<file path="src/rtl/llsc_pkg.sv">
`timescale 1ns/1ps
package llsc_pkg;
  typedef enum logic [1:0] {
    OP_IDLE = 2'b00,
    OP_LL   = 2'b01,
    OP_SC   = 2'b10,
    OP_ST   = 2'b11
  } core_op_e;
endpackage

</file>
<file path="src/rtl/llsc_hold_timer.sv">
`timescale 1ns/1ps
module llsc_hold_timer #(
  parameter int HOLD_W = 8
) (
  input  logic              clk,
  input  logic              rst,
  input  logic              load,
  input  logic [HOLD_W-1:0] load_val,
  input  logic              run,
  output logic              expire
);
  localparam logic [HOLD_W-1:0] ONE = {{(HOLD_W-1){1'b0}}, 1'b1};

  logic [HOLD_W-1:0] cnt;

  always_ff @(posedge clk) begin
    if (rst) begin
      cnt <= '0;
    end else if (load) begin
      cnt <= (load_val == '0) ? ONE : load_val;
    end else if (run && (cnt > ONE)) begin
      cnt <= cnt - ONE;
    end
  end

  assign expire = run && (cnt == ONE);

  AST_CNT_LOADED: assert property (@(posedge clk) disable iff (rst)
    run |-> (cnt != '0));
endmodule

</file>
<file path="src/rtl/llsc_snoop_gate.sv">
`timescale 1ns/1ps
module llsc_snoop_gate #(
  parameter int LINE_W = 26
) (
  input  logic              clk,
  input  logic              rst,
  input  logic              snp_valid,
  input  logic [LINE_W-1:0] snp_line,
  input  logic              snp_kill,
  input  logic              pin,
  input  logic [LINE_W-1:0] resv_line,
  input  logic              pin_drop,
  output logic              snp_stall,
  output logic              snp_out_valid,
  output logic [LINE_W-1:0] snp_out_line,
  output logic              snp_out_kill,
  output logic              evt_valid,
  output logic [LINE_W-1:0] evt_line,
  output logic              evt_kill
);
  logic              hold_v;
  logic [LINE_W-1:0] hold_line;
  logic              hold_kill;
  logic              take, defer, pass, rel, hold_v_n;

  assign take  = snp_valid && !snp_stall;
  assign defer = take && pin && !pin_drop && (snp_line == resv_line);
  assign pass  = take && !defer;
  assign rel   = hold_v && pin_drop;

  assign evt_valid = rel || pass;
  assign evt_line  = rel ? hold_line : snp_line;
  assign evt_kill  = rel ? hold_kill : snp_kill;

  always_comb begin
    hold_v_n = hold_v;
    if (defer)    hold_v_n = 1'b1;
    else if (rel) hold_v_n = 1'b0;
  end

  always_ff @(posedge clk) begin
    if (rst) begin
      hold_v        <= 1'b0;
      hold_line     <= '0;
      hold_kill     <= 1'b0;
      snp_stall     <= 1'b0;
      snp_out_valid <= 1'b0;
      snp_out_line  <= '0;
      snp_out_kill  <= 1'b0;
    end else begin
      hold_v        <= hold_v_n;
      snp_stall     <= hold_v_n;
      snp_out_valid <= evt_valid;
      if (defer) begin
        hold_line <= snp_line;
        hold_kill <= snp_kill;
      end
      if (evt_valid) begin
        snp_out_line <= evt_line;
        snp_out_kill <= evt_kill;
      end
    end
  end

  AST_ONE_SNOOP_OUT: assert property (@(posedge clk) disable iff (rst)
    !(rel && pass));
  AST_DEFER_STALLS: assert property (@(posedge clk) disable iff (rst)
    defer |=> (snp_stall && !snp_out_valid));
  AST_HELD_ONLY_PINNED: assert property (@(posedge clk) disable iff (rst)
    hold_v |-> pin);
endmodule

</file>
<file path="src/rtl/llsc_resv_ctrl.sv">
`timescale 1ns/1ps
module llsc_resv_ctrl
  import llsc_pkg::*;
#(
  parameter int LINE_W = 26,
  parameter int HOLD_W = 8
) (
  input  logic              clk,
  input  logic              rst,
  input  logic [HOLD_W-1:0] cfg_hold_cycles,
  input  logic [1:0]        core_op,
  input  logic [LINE_W-1:0] core_line,
  input  logic              core_excl,
  input  logic              evt_valid,
  input  logic [LINE_W-1:0] evt_line,
  input  logic              evt_kill,
  output logic              pin,
  output logic [LINE_W-1:0] resv_line,
  output logic              pin_drop,
  output logic              sc_done,
  output logic              sc_ok
);
  core_op_e op;
  logic resv_v, excl, expire;
  logic is_ll, is_sc, st_hit, line_hit, evt_on_resv, kill_hit, dn_hit;
  logic evt_on_ll, sc_win;

  assign op          = core_op_e'(core_op);
  assign is_ll       = (op == OP_LL);
  assign is_sc       = (op == OP_SC);
  assign line_hit    = resv_v && (core_line == resv_line);
  assign st_hit      = (op == OP_ST) && line_hit;
  assign evt_on_resv = evt_valid && resv_v && (evt_line == resv_line);
  assign kill_hit    = evt_on_resv && evt_kill;
  assign dn_hit      = evt_on_resv && !evt_kill;
  assign evt_on_ll   = evt_valid && (evt_line == core_line);
  assign sc_win      = line_hit && (pin || !kill_hit);

  assign pin      = resv_v && excl;
  assign pin_drop = pin && (is_ll || is_sc || st_hit || expire);

  llsc_hold_timer #(.HOLD_W(HOLD_W)) u_timer (
    .clk      (clk),
    .rst      (rst),
    .load     (is_ll),
    .load_val (cfg_hold_cycles),
    .run      (resv_v),
    .expire   (expire)
  );

  always_ff @(posedge clk) begin
    if (rst) begin
      resv_v    <= 1'b0;
      excl      <= 1'b0;
      resv_line <= '0;
      sc_done   <= 1'b0;
      sc_ok     <= 1'b0;
    end else begin
      sc_done <= is_sc;
      sc_ok   <= is_sc && sc_win;
      if (is_ll) begin
        resv_line <= core_line;
        resv_v    <= !(evt_on_ll && evt_kill);
        excl      <= core_excl && !evt_on_ll;
      end else if (is_sc || st_hit || expire || kill_hit) begin
        resv_v <= 1'b0;
        excl   <= 1'b0;
      end else if (dn_hit) begin
        excl <= 1'b0;
      end
    end
  end

  AST_EXPIRE_DROPS: assert property (@(posedge clk) disable iff (rst)
    (expire && !is_ll) |=> !resv_v);
  AST_PIN_SC_OK: assert property (@(posedge clk) disable iff (rst)
    (is_sc && pin && (core_line == resv_line)) |=> (sc_done && sc_ok));
  AST_SC_CLEARS: assert property (@(posedge clk) disable iff (rst)
    is_sc |=> (sc_done && !resv_v));
  AST_STORE_NO_RESULT: assert property (@(posedge clk) disable iff (rst)
    (op == OP_ST) |=> !sc_done);
endmodule

</file>
<file path="src/rtl/llsc_pin_monitor.sv">
`timescale 1ns/1ps
module llsc_pin_monitor #(
  parameter int LINE_W = 26,
  parameter int HOLD_W = 8
) (
  input  logic              clk,
  input  logic              rst,
  input  logic [HOLD_W-1:0] cfg_hold_cycles,
  input  logic [1:0]        core_op,
  input  logic [LINE_W-1:0] core_line,
  input  logic              core_excl,
  input  logic              snp_valid,
  input  logic [LINE_W-1:0] snp_line,
  input  logic              snp_kill,
  output logic              snp_stall,
  output logic              snp_out_valid,
  output logic [LINE_W-1:0] snp_out_line,
  output logic              snp_out_kill,
  output logic              sc_done,
  output logic              sc_ok
);
  logic              pin, pin_drop;
  logic [LINE_W-1:0] resv_line;
  logic              evt_valid, evt_kill;
  logic [LINE_W-1:0] evt_line;

  llsc_resv_ctrl #(.LINE_W(LINE_W), .HOLD_W(HOLD_W)) u_ctrl (
    .clk             (clk),
    .rst             (rst),
    .cfg_hold_cycles (cfg_hold_cycles),
    .core_op         (core_op),
    .core_line       (core_line),
    .core_excl       (core_excl),
    .evt_valid       (evt_valid),
    .evt_line        (evt_line),
    .evt_kill        (evt_kill),
    .pin             (pin),
    .resv_line       (resv_line),
    .pin_drop        (pin_drop),
    .sc_done         (sc_done),
    .sc_ok           (sc_ok)
  );

  llsc_snoop_gate #(.LINE_W(LINE_W)) u_gate (
    .clk           (clk),
    .rst           (rst),
    .snp_valid     (snp_valid),
    .snp_line      (snp_line),
    .snp_kill      (snp_kill),
    .pin           (pin),
    .resv_line     (resv_line),
    .pin_drop      (pin_drop),
    .snp_stall     (snp_stall),
    .snp_out_valid (snp_out_valid),
    .snp_out_line  (snp_out_line),
    .snp_out_kill  (snp_out_kill),
    .evt_valid     (evt_valid),
    .evt_line      (evt_line),
    .evt_kill      (evt_kill)
  );

  AST_STALL_NO_OUTPUT_DUP: assert property (@(posedge clk) disable iff (rst)
    (snp_stall && $past(snp_stall) && !pin) |-> !evt_valid);
endmodule

</file>
<file path="config.mk">
export PLATFORM = sky130hd
export DESIGN_NAME = llsc_pin_monitor
export DESIGN_NICKNAME = d
export VERILOG_FILES = /design/src/rtl/llsc_pkg.sv /design/src/rtl/llsc_hold_timer.sv /design/src/rtl/llsc_snoop_gate.sv /design/src/rtl/llsc_resv_ctrl.sv /design/src/rtl/llsc_pin_monitor.sv
export SDC_FILE = /design/constraint.sdc
export NUM_CORES = 1
export LEC_CHECK = 0
export ABC_AREA = 1
export CORE_UTILIZATION = 50
export DETAILED_ROUTE_END_ITERATION = 12
export DONT_BUFFER_PORTS = 1
export RECOVER_POWER = 25
export SETUP_SLACK_MARGIN = 0.05
export SYNTH_ARGS = -nofsm -noshare
export SYNTH_HDL_FRONTEND = slang
export SYNTH_HIERARCHICAL = 1
export SYNTH_SLANG_ARGS = --single-unit
</file>
<file path="constraint.sdc">
create_clock -name clk -period 5.2 [get_ports clk]
set_clock_uncertainty 0.05 [all_clocks]
set_input_delay 0.52 -clock clk [delete_from_list [all_inputs] [get_ports clk]]
set_output_delay 0.52 -clock clk [all_outputs]
set_load 0.01 [all_outputs]
</file>
* Yosys cells after proc, flatten, opt, wreduce, memory -nomap -nowiden *
Cells that the tools add are included.

storage, ports and cells
  register bits after elaboration = 94
  input bits = 67
  logic and storage cells = 75

cells by class
  add/sub/neg operators = 1
  order comparisons = 1
  equality and inequality tests = 8
  mux-type cells = 12
  reduce and logical (&&, ||, !) cells = 41

operator list
  kind                                                 count
  equality test 26 bit                                 4
  two-way mux 26 bit                                   1
  two-way mux 8 bit                                    3
  logical AND 1 bit                                    21
  equality test 8 x 1 -> 1 bit, second input constant  1
  > comparator 8 x 1 -> 1 bit, second input constant   1
  zero test 8 bit                                      1
  logical OR 1 bit                                     8
  two-way mux 1 bit                                    8
  subtractor 8 x 1 -> 8 bit, second input constant     1
  zero test 1 bit                                      7
  nonzero test 2 bit                                   3
  equality test 2 bit, second input constant           2
  nonzero test 3 bit                                   1
  equality test 2 x 1 -> 1 bit, second input constant  1

* Depth between registers and ports, before layout *
  depth in word-level cells = 19
  mapped depth = 29

* Modules after synthesis *
The synthesis kept the hierarchy.

modules (own cells, without submodules)
  module           instances  cells each  area an instance (µm²)  sequential area each (µm²)
  llsc_snoop_gate  1          445         2892.8                  1121.1
  llsc_resv_ctrl   1          446         2423.6                  600.6
  llsc_hold_timer  1          103         611.8                   160.2

* Worst setup path after synthesis *
No wires, ideal clock.

  path kind = input-to-reg
  start point = in core_line[4]
  end point = reg u_ctrl.resv_v
  setup time = 0.133 ns
  arrival time = 2.752 ns
  path slack = 2.265 ns
  stages = 23
  path buffers = 2
  path through = inv_1 -> a21boi_0 -> nand2_1 -> nor2_1 -> nand3_1 -> nor2_2 -> nand2_1 -> a31oi_1 -> nand2_1 -> buf_2 -> clkbuf_1 -> o21ai_0 -> inv_1 -> nand2_1 -> nand2_1 -> nor2_1 -> nand2_1 -> nor2_1 -> nand2_1 -> nor2_1 -> a21oi_1 -> nand2_1 -> a21oi_1

on the way
  elaborated cells on any way between the ends = 28
  classes of those cells = 3 x eq/ne; 3 x mux; 22 x reduce/logical

RTL lines
  element                                                         RTL line                                    text
  from (decl)                                                     llsc_pin_monitor.sv:10                      input logic [LINE_W-1:0] core_line,
  equality test 26 bit (*)                                        llsc_resv_ctrl.sv:31                        assign line_hit = resv_v && (core_line == resv_line);
  logical AND 1 bit (*)                                           llsc_resv_ctrl.sv:31
  logical AND 1 bit (*)                                           llsc_resv_ctrl.sv:32                        assign st_hit = (op == OP_ST) && line_hit;
  logical OR 1 bit (*) (2 in a row)                               llsc_resv_ctrl.sv:40                        assign pin_drop = pin && (is_ll || is_sc || st_hit || expire);
  logical AND 1 bit (*)                                           llsc_resv_ctrl.sv:40
  via pin_drop                                                    llsc_pin_monitor.sv:22                      logic pin, pin_drop;
  logical AND 1 bit (*)                                           llsc_snoop_gate.sv:29                       assign rel = hold_v && pin_drop;
  two-way mux 26 bit (*)                                          llsc_snoop_gate.sv:32                       assign evt_line = rel ? hold_line : snp_line;
  via evt_line[13]                                                llsc_pin_monitor.sv:25                      logic [LINE_W-1:0] evt_line;
  equality test 26 bit, on equally long branches                  llsc_resv_ctrl.sv:36, llsc_resv_ctrl.sv:33
  logical AND 1 bit, on equally long branches                     llsc_resv_ctrl.sv:36, llsc_resv_ctrl.sv:33
  logical AND 1 bit, on equally long branches                     llsc_resv_ctrl.sv:63, llsc_resv_ctrl.sv:34
  zero test 1 bit / logical OR 1 bit (equally long branches)      llsc_resv_ctrl.sv:63, llsc_resv_ctrl.sv:65
  two-way mux 1 bit / nonzero test 2 bit (equally long branches)  --
  to (signal assigned)                                            llsc_resv_ctrl.sv:63                        resv_v <= !(evt_on_ll && evt_kill);
  to (decl)                                                       llsc_resv_ctrl.sv:24                        logic resv_v, excl, expire;

Mark *: on every way through the listed nets, which the timed path passes. The rest lies on a longest branch.
A chain may end at the register's enable or synchronous reset.

* Final worst setup path *
  start point = reg u_ctrl.resv_line[5]
  end point = reg u_ctrl.sc_ok

on the way
  elaborated cells on any way between the ends = 24
  classes of those cells = 3 x eq/ne; 2 x mux; 19 x reduce/logical

RTL lines
  element                        RTL line                text
  from (decl)                    llsc_resv_ctrl.sv:18    output logic [LINE_W-1:0] resv_line,
  from (signal assigned)         llsc_resv_ctrl.sv:62    resv_line <= core_line;
  equality test 26 bit           llsc_resv_ctrl.sv:31
  logical AND 1 bit              llsc_resv_ctrl.sv:31
  logical AND 1 bit              llsc_resv_ctrl.sv:32
  logical OR 1 bit (2 in a row)  llsc_resv_ctrl.sv:40
  logical AND 1 bit              llsc_resv_ctrl.sv:40
  via pin_drop                   llsc_pin_monitor.sv:22
  logical AND 1 bit              llsc_snoop_gate.sv:29
  two-way mux 26 bit             llsc_snoop_gate.sv:32
  via evt_line[15]               llsc_pin_monitor.sv:25
  equality test 26 bit           llsc_resv_ctrl.sv:33    assign evt_on_resv = evt_valid && resv_v && (evt_line == resv_line);
  logical AND 1 bit              llsc_resv_ctrl.sv:33
  logical AND 1 bit              llsc_resv_ctrl.sv:34    assign kill_hit = evt_on_resv && evt_kill;
  zero test 1 bit                llsc_resv_ctrl.sv:37    assign sc_win = line_hit && (pin || !kill_hit);
  logical OR 1 bit               llsc_resv_ctrl.sv:37
  logical AND 1 bit              llsc_resv_ctrl.sv:37
  logical AND 1 bit              llsc_resv_ctrl.sv:60    sc_ok <= is_sc && sc_win;
  to (signal assigned)           llsc_resv_ctrl.sv:60
  to (decl)                      llsc_resv_ctrl.sv:21    output logic sc_ok

The timed path passes the listed nets, and every way through them passes these cells.

==> flow_summary.json <==
{
  "use_met1_pct": 40.1,
  "outcome": "finished clean",
  "wl_per_cell_um": 15.9,
  "fin_crit_sh_pct": 77.9,
  "cp_data_arrival_time_ns": 4.24,
  "startpoint": "u_ctrl/resv_line[5]",
  "n_fill_cell": 1222,
  "hp-start": "rst",
  "power_leakage_nw": 2.99,
  "clkSinkCount": 94,
  "stdcell_count": 1124,
  "power_mw": 1.73,
  "max_freq_ghz": 0.247,
  "die_y_um": 111,
  "synth-edff-count": 0,
  "critPathRequiredTime_ns": 5.39,
  "path_cells": "inv_1, nand2_1, nand2_1, nor2_1, nand2_1, nor2_1, nand2_1, nor2_2, nand2_1, a31oi_1, nand2_4, buf_4, o21ai_0, inv_1, nand2_1, nand2_1, nor2_1, nand2_1, nor2_1, nand2_1, nor2_1, nand3_1, nand3_1, inv_1",
  "grt_pass1_vias": 5344,
  "hold_buffers": 0,
  "drt_iter0_markers": 577,
  "start_kind": "register",
  "cp-end-kind": "register",
  "io_pins": 98,
  "syn_area_sq_um": 5930,
  "crit_top_cell": "nand2_1",
  "grt_pass1_wl_mm": 27.8,
  "die_area_sq_um": 12300,
  "htreeDepth": 3,
  "synth_top_area_share_pct": 31.7,
  "antenna_cells": 0,
  "row_count": 39,
  "final_util_pct": 54.7,
  "grt_remaining_overflow": 0,
  "syn_nets": 1066,
  "r2r_cells": 24,
  "numCtsBuffers": 9,
  "clkPwrFrac_pct": 35.9,
  "p_per_area_nw_per_um2": 276,
  "netlist-cell-type-count": 33,
  "syn_inst": 994,
  "cap_violations": 0,
  "via_per_inst": 5.28,
  "clk_latency_ns": 0.34,
  "synthArstFlopShare_pct": 0,
  "via_count": 5930,
  "path_buf_inv": 4,
  "cellInternalPower_mw": 1.21,
  "nets": 1048,
  "synth_seq_area_share_pct": 31.7,
  "drt-total-wl_mm": 17.8,
  "rsz0062_at_grt": "no",
  "combPwrFrac_pct": 17.8,
  "placed_cells": 1108,
  "cts_tree": "done",
  "p_sw_mw": 0.524,
  "drtPass1Iterations": 5,
  "min_period_ns": 4.05,
  "yosys-top-cells-area": "dfxtp_1 (32%), nand2_1 (19%), inv_1 (10%), nor2_1 (7.0%), a21oi_1 (5.6%)",
  "start_util_pct": 51.7,
  "ir_drop_mv": 0.302,
  "path_clk_slew_ns": 0.06,
  "grt_use_total_pct": 29.0,
  "slew_violations": 0,
  "rrSetupSlack_ns": 1.15,
  "critPathTopFamily": "simple AND/OR/NAND/NOR gates",
  "tightest_slew_ns": 0.835,
  "antenna_found_initial": 0,
  "grt_max_degree": 56,
  "met3_usage_pct": 5.14,
  "crit_type": "reg2reg",
  "slew_headroom_pct": 43.7,
  "setup_tns_ns": 0,
  "crit_path_max_fanout": 25,
  "fin_area_sq_um": 6280,
  "synth.avg_cell_area_sq_um": 5.96,
  "worstHoldPathType": "in2reg",
  "setup_viol": 0,
  "p_seq_share_pct": 46.3,
  "die_w_um": 111,
  "grt-busiest-layer": "met2",
  "holdPathStages": 1,
  "yosys_warnings": 6,
  "swShare_pct": 30.3,
  "drc": 0,
  "post_cts_resized": 0,
  "multi_input_area_sq_um": 3230,
  "finalHoldViolations": 0,
  "clock-root-buffer": "clkbuf_16",
  "postPlaceCellArea_sq_um": 6000,
  "yosysTopAreaCell": "dfxtp_1",
  "grt_use_met2_pct": 45.1,
  "drive_above_1_share_pct": 3.98,
  "synthFlopType": "dfxtp_1",
  "slowest_delay_ns": 0.69,
  "cts_setup_buffers": 0,
  "r2r-end": "u_ctrl/sc_ok",
  "gp_congestion": 0.972,
  "portBuffers": 0,
  "clockBufferDepth": 2,
  "core_sq_um": 11500,
  "ys_top_cells_by_count": "nand2_1 (307), inv_1 (164), nor2_1 (111)",
  "ant_nets": 0,
  "worst_path_max_delay_cell": "o21ai_0",
  "reg2reg_from": "u_ctrl/resv_line[5]",
  "seq_area_sq_um": 1880,
  "worst_hold_path.endpoint": "u_gate/snp_out_valid",
  "area_growth_pct": 5.89,
  "dp_hpwl_mm": 13.5,
  "ys_ff_latch": 94,
  "synth_most_common_cell": "nand2_1"
}
-- state kept, by name, summed over array words and instances, names as in the netlist --
register,count
u_ctrl/excl,1
u_ctrl/resv_v,1
u_ctrl/resv_line,26
u_gate/snp_out_kill,1
u_gate/hold_v,1
u_ctrl/u_timer/cnt,8
u_gate/hold_kill,1
u_gate/hold_line,26
u_ctrl/sc_ok,1
u_gate/snp_out_line,26
u_gate/snp_out_valid,1
u_ctrl/sc_done,1
-- metrics by stage --
step | worst slack (ns) | hold slack [ns]
after floorplan | 2.27 | 0.375
after global placement | 1.20 | 0.383
after detailed placement | 1.15 | 0.392
after CTS | 1.24 | 0.176
after global routing | 0.834 | 0.180
final | 1.15 | 0.191
-- kinds of logic after synthesis --
kind of cell               share of synthesized area [%]
buffers and inverters                               14.0
DFF                                                 31.7
xor gates and xnor gates                            5.02
AOI/OAI and AO/OA                                   15.4
and+or+nand+nor                                     32.7
adders and majority gates                           1.06
-- how the worst max path moves through the flow --
| stage | slack [ns] | cells after the start | endpoint |
|---|---|---|---|
| floorplan | 2.27 | 23 | u_ctrl/resv_v |
| global placement | 1.20 | 22 | u_ctrl/resv_v |
| detailed placement | 1.15 | 22 | u_ctrl/sc_ok |
| CTS | 1.24 | 21 | u_ctrl/sc_ok |
| global route | 0.83 | 24 | u_ctrl/resv_v |
| finish | 1.15 | 24 | u_ctrl/sc_ok |
-- placed cells by master, fill, tap and decap left out, drive strengths merged --
| master | count |
|---|---|
| nor3 | 5 |
| dfxtp | 94 |
| a21boi | 1 |
| o211ai | 1 |
| clkinvlp | 2 |
| nand3 | 47 |
| a31oi | 1 |
| nor2 | 115 |
| nand4 | 9 |
| nand2 | 309 |
| buf | 10 |
| o21ai | 67 |
| o22ai | 1 |
| o21bai | 1 |
| xor2 | 10 |
| inv | 168 |
| a21oi | 67 |
| clkinv | 5 |
| xnor2 | 24 |
| clkbuf | 11 |
| ha | 5 |
| or2 | 2 |
| a211oi | 26 |
-- routing by layer --
metal	routed length, um	vias to the layer above
met5	0	-
met4	389	0
met3	1420	23
met2	7680	216
met1	8340	2664
li1	-	3027
-- power groups by stage --
stage,Sequential [mW],Clock (mW),Combinational [mW]
after floorplan,0.808,0,0.241
after global placement,0.816,0,0.298
after detailed placement,0.818,0,0.303
after CTS,0.801,0.639,0.304
after global routing,0.807,0.660,0.348
final,0.802,0.622,0.308
-- cell type report --
cell class                 instances  area share (%)
sequential                        94            30.0
inverter                         170            10.2
tap                              143            2.85
clock inverter                     5           0.538
clock buffer                      11            3.87
multi-input combinational        691            51.4
timing repair buffer              10            1.20
(Power assumes the default switching activity.)
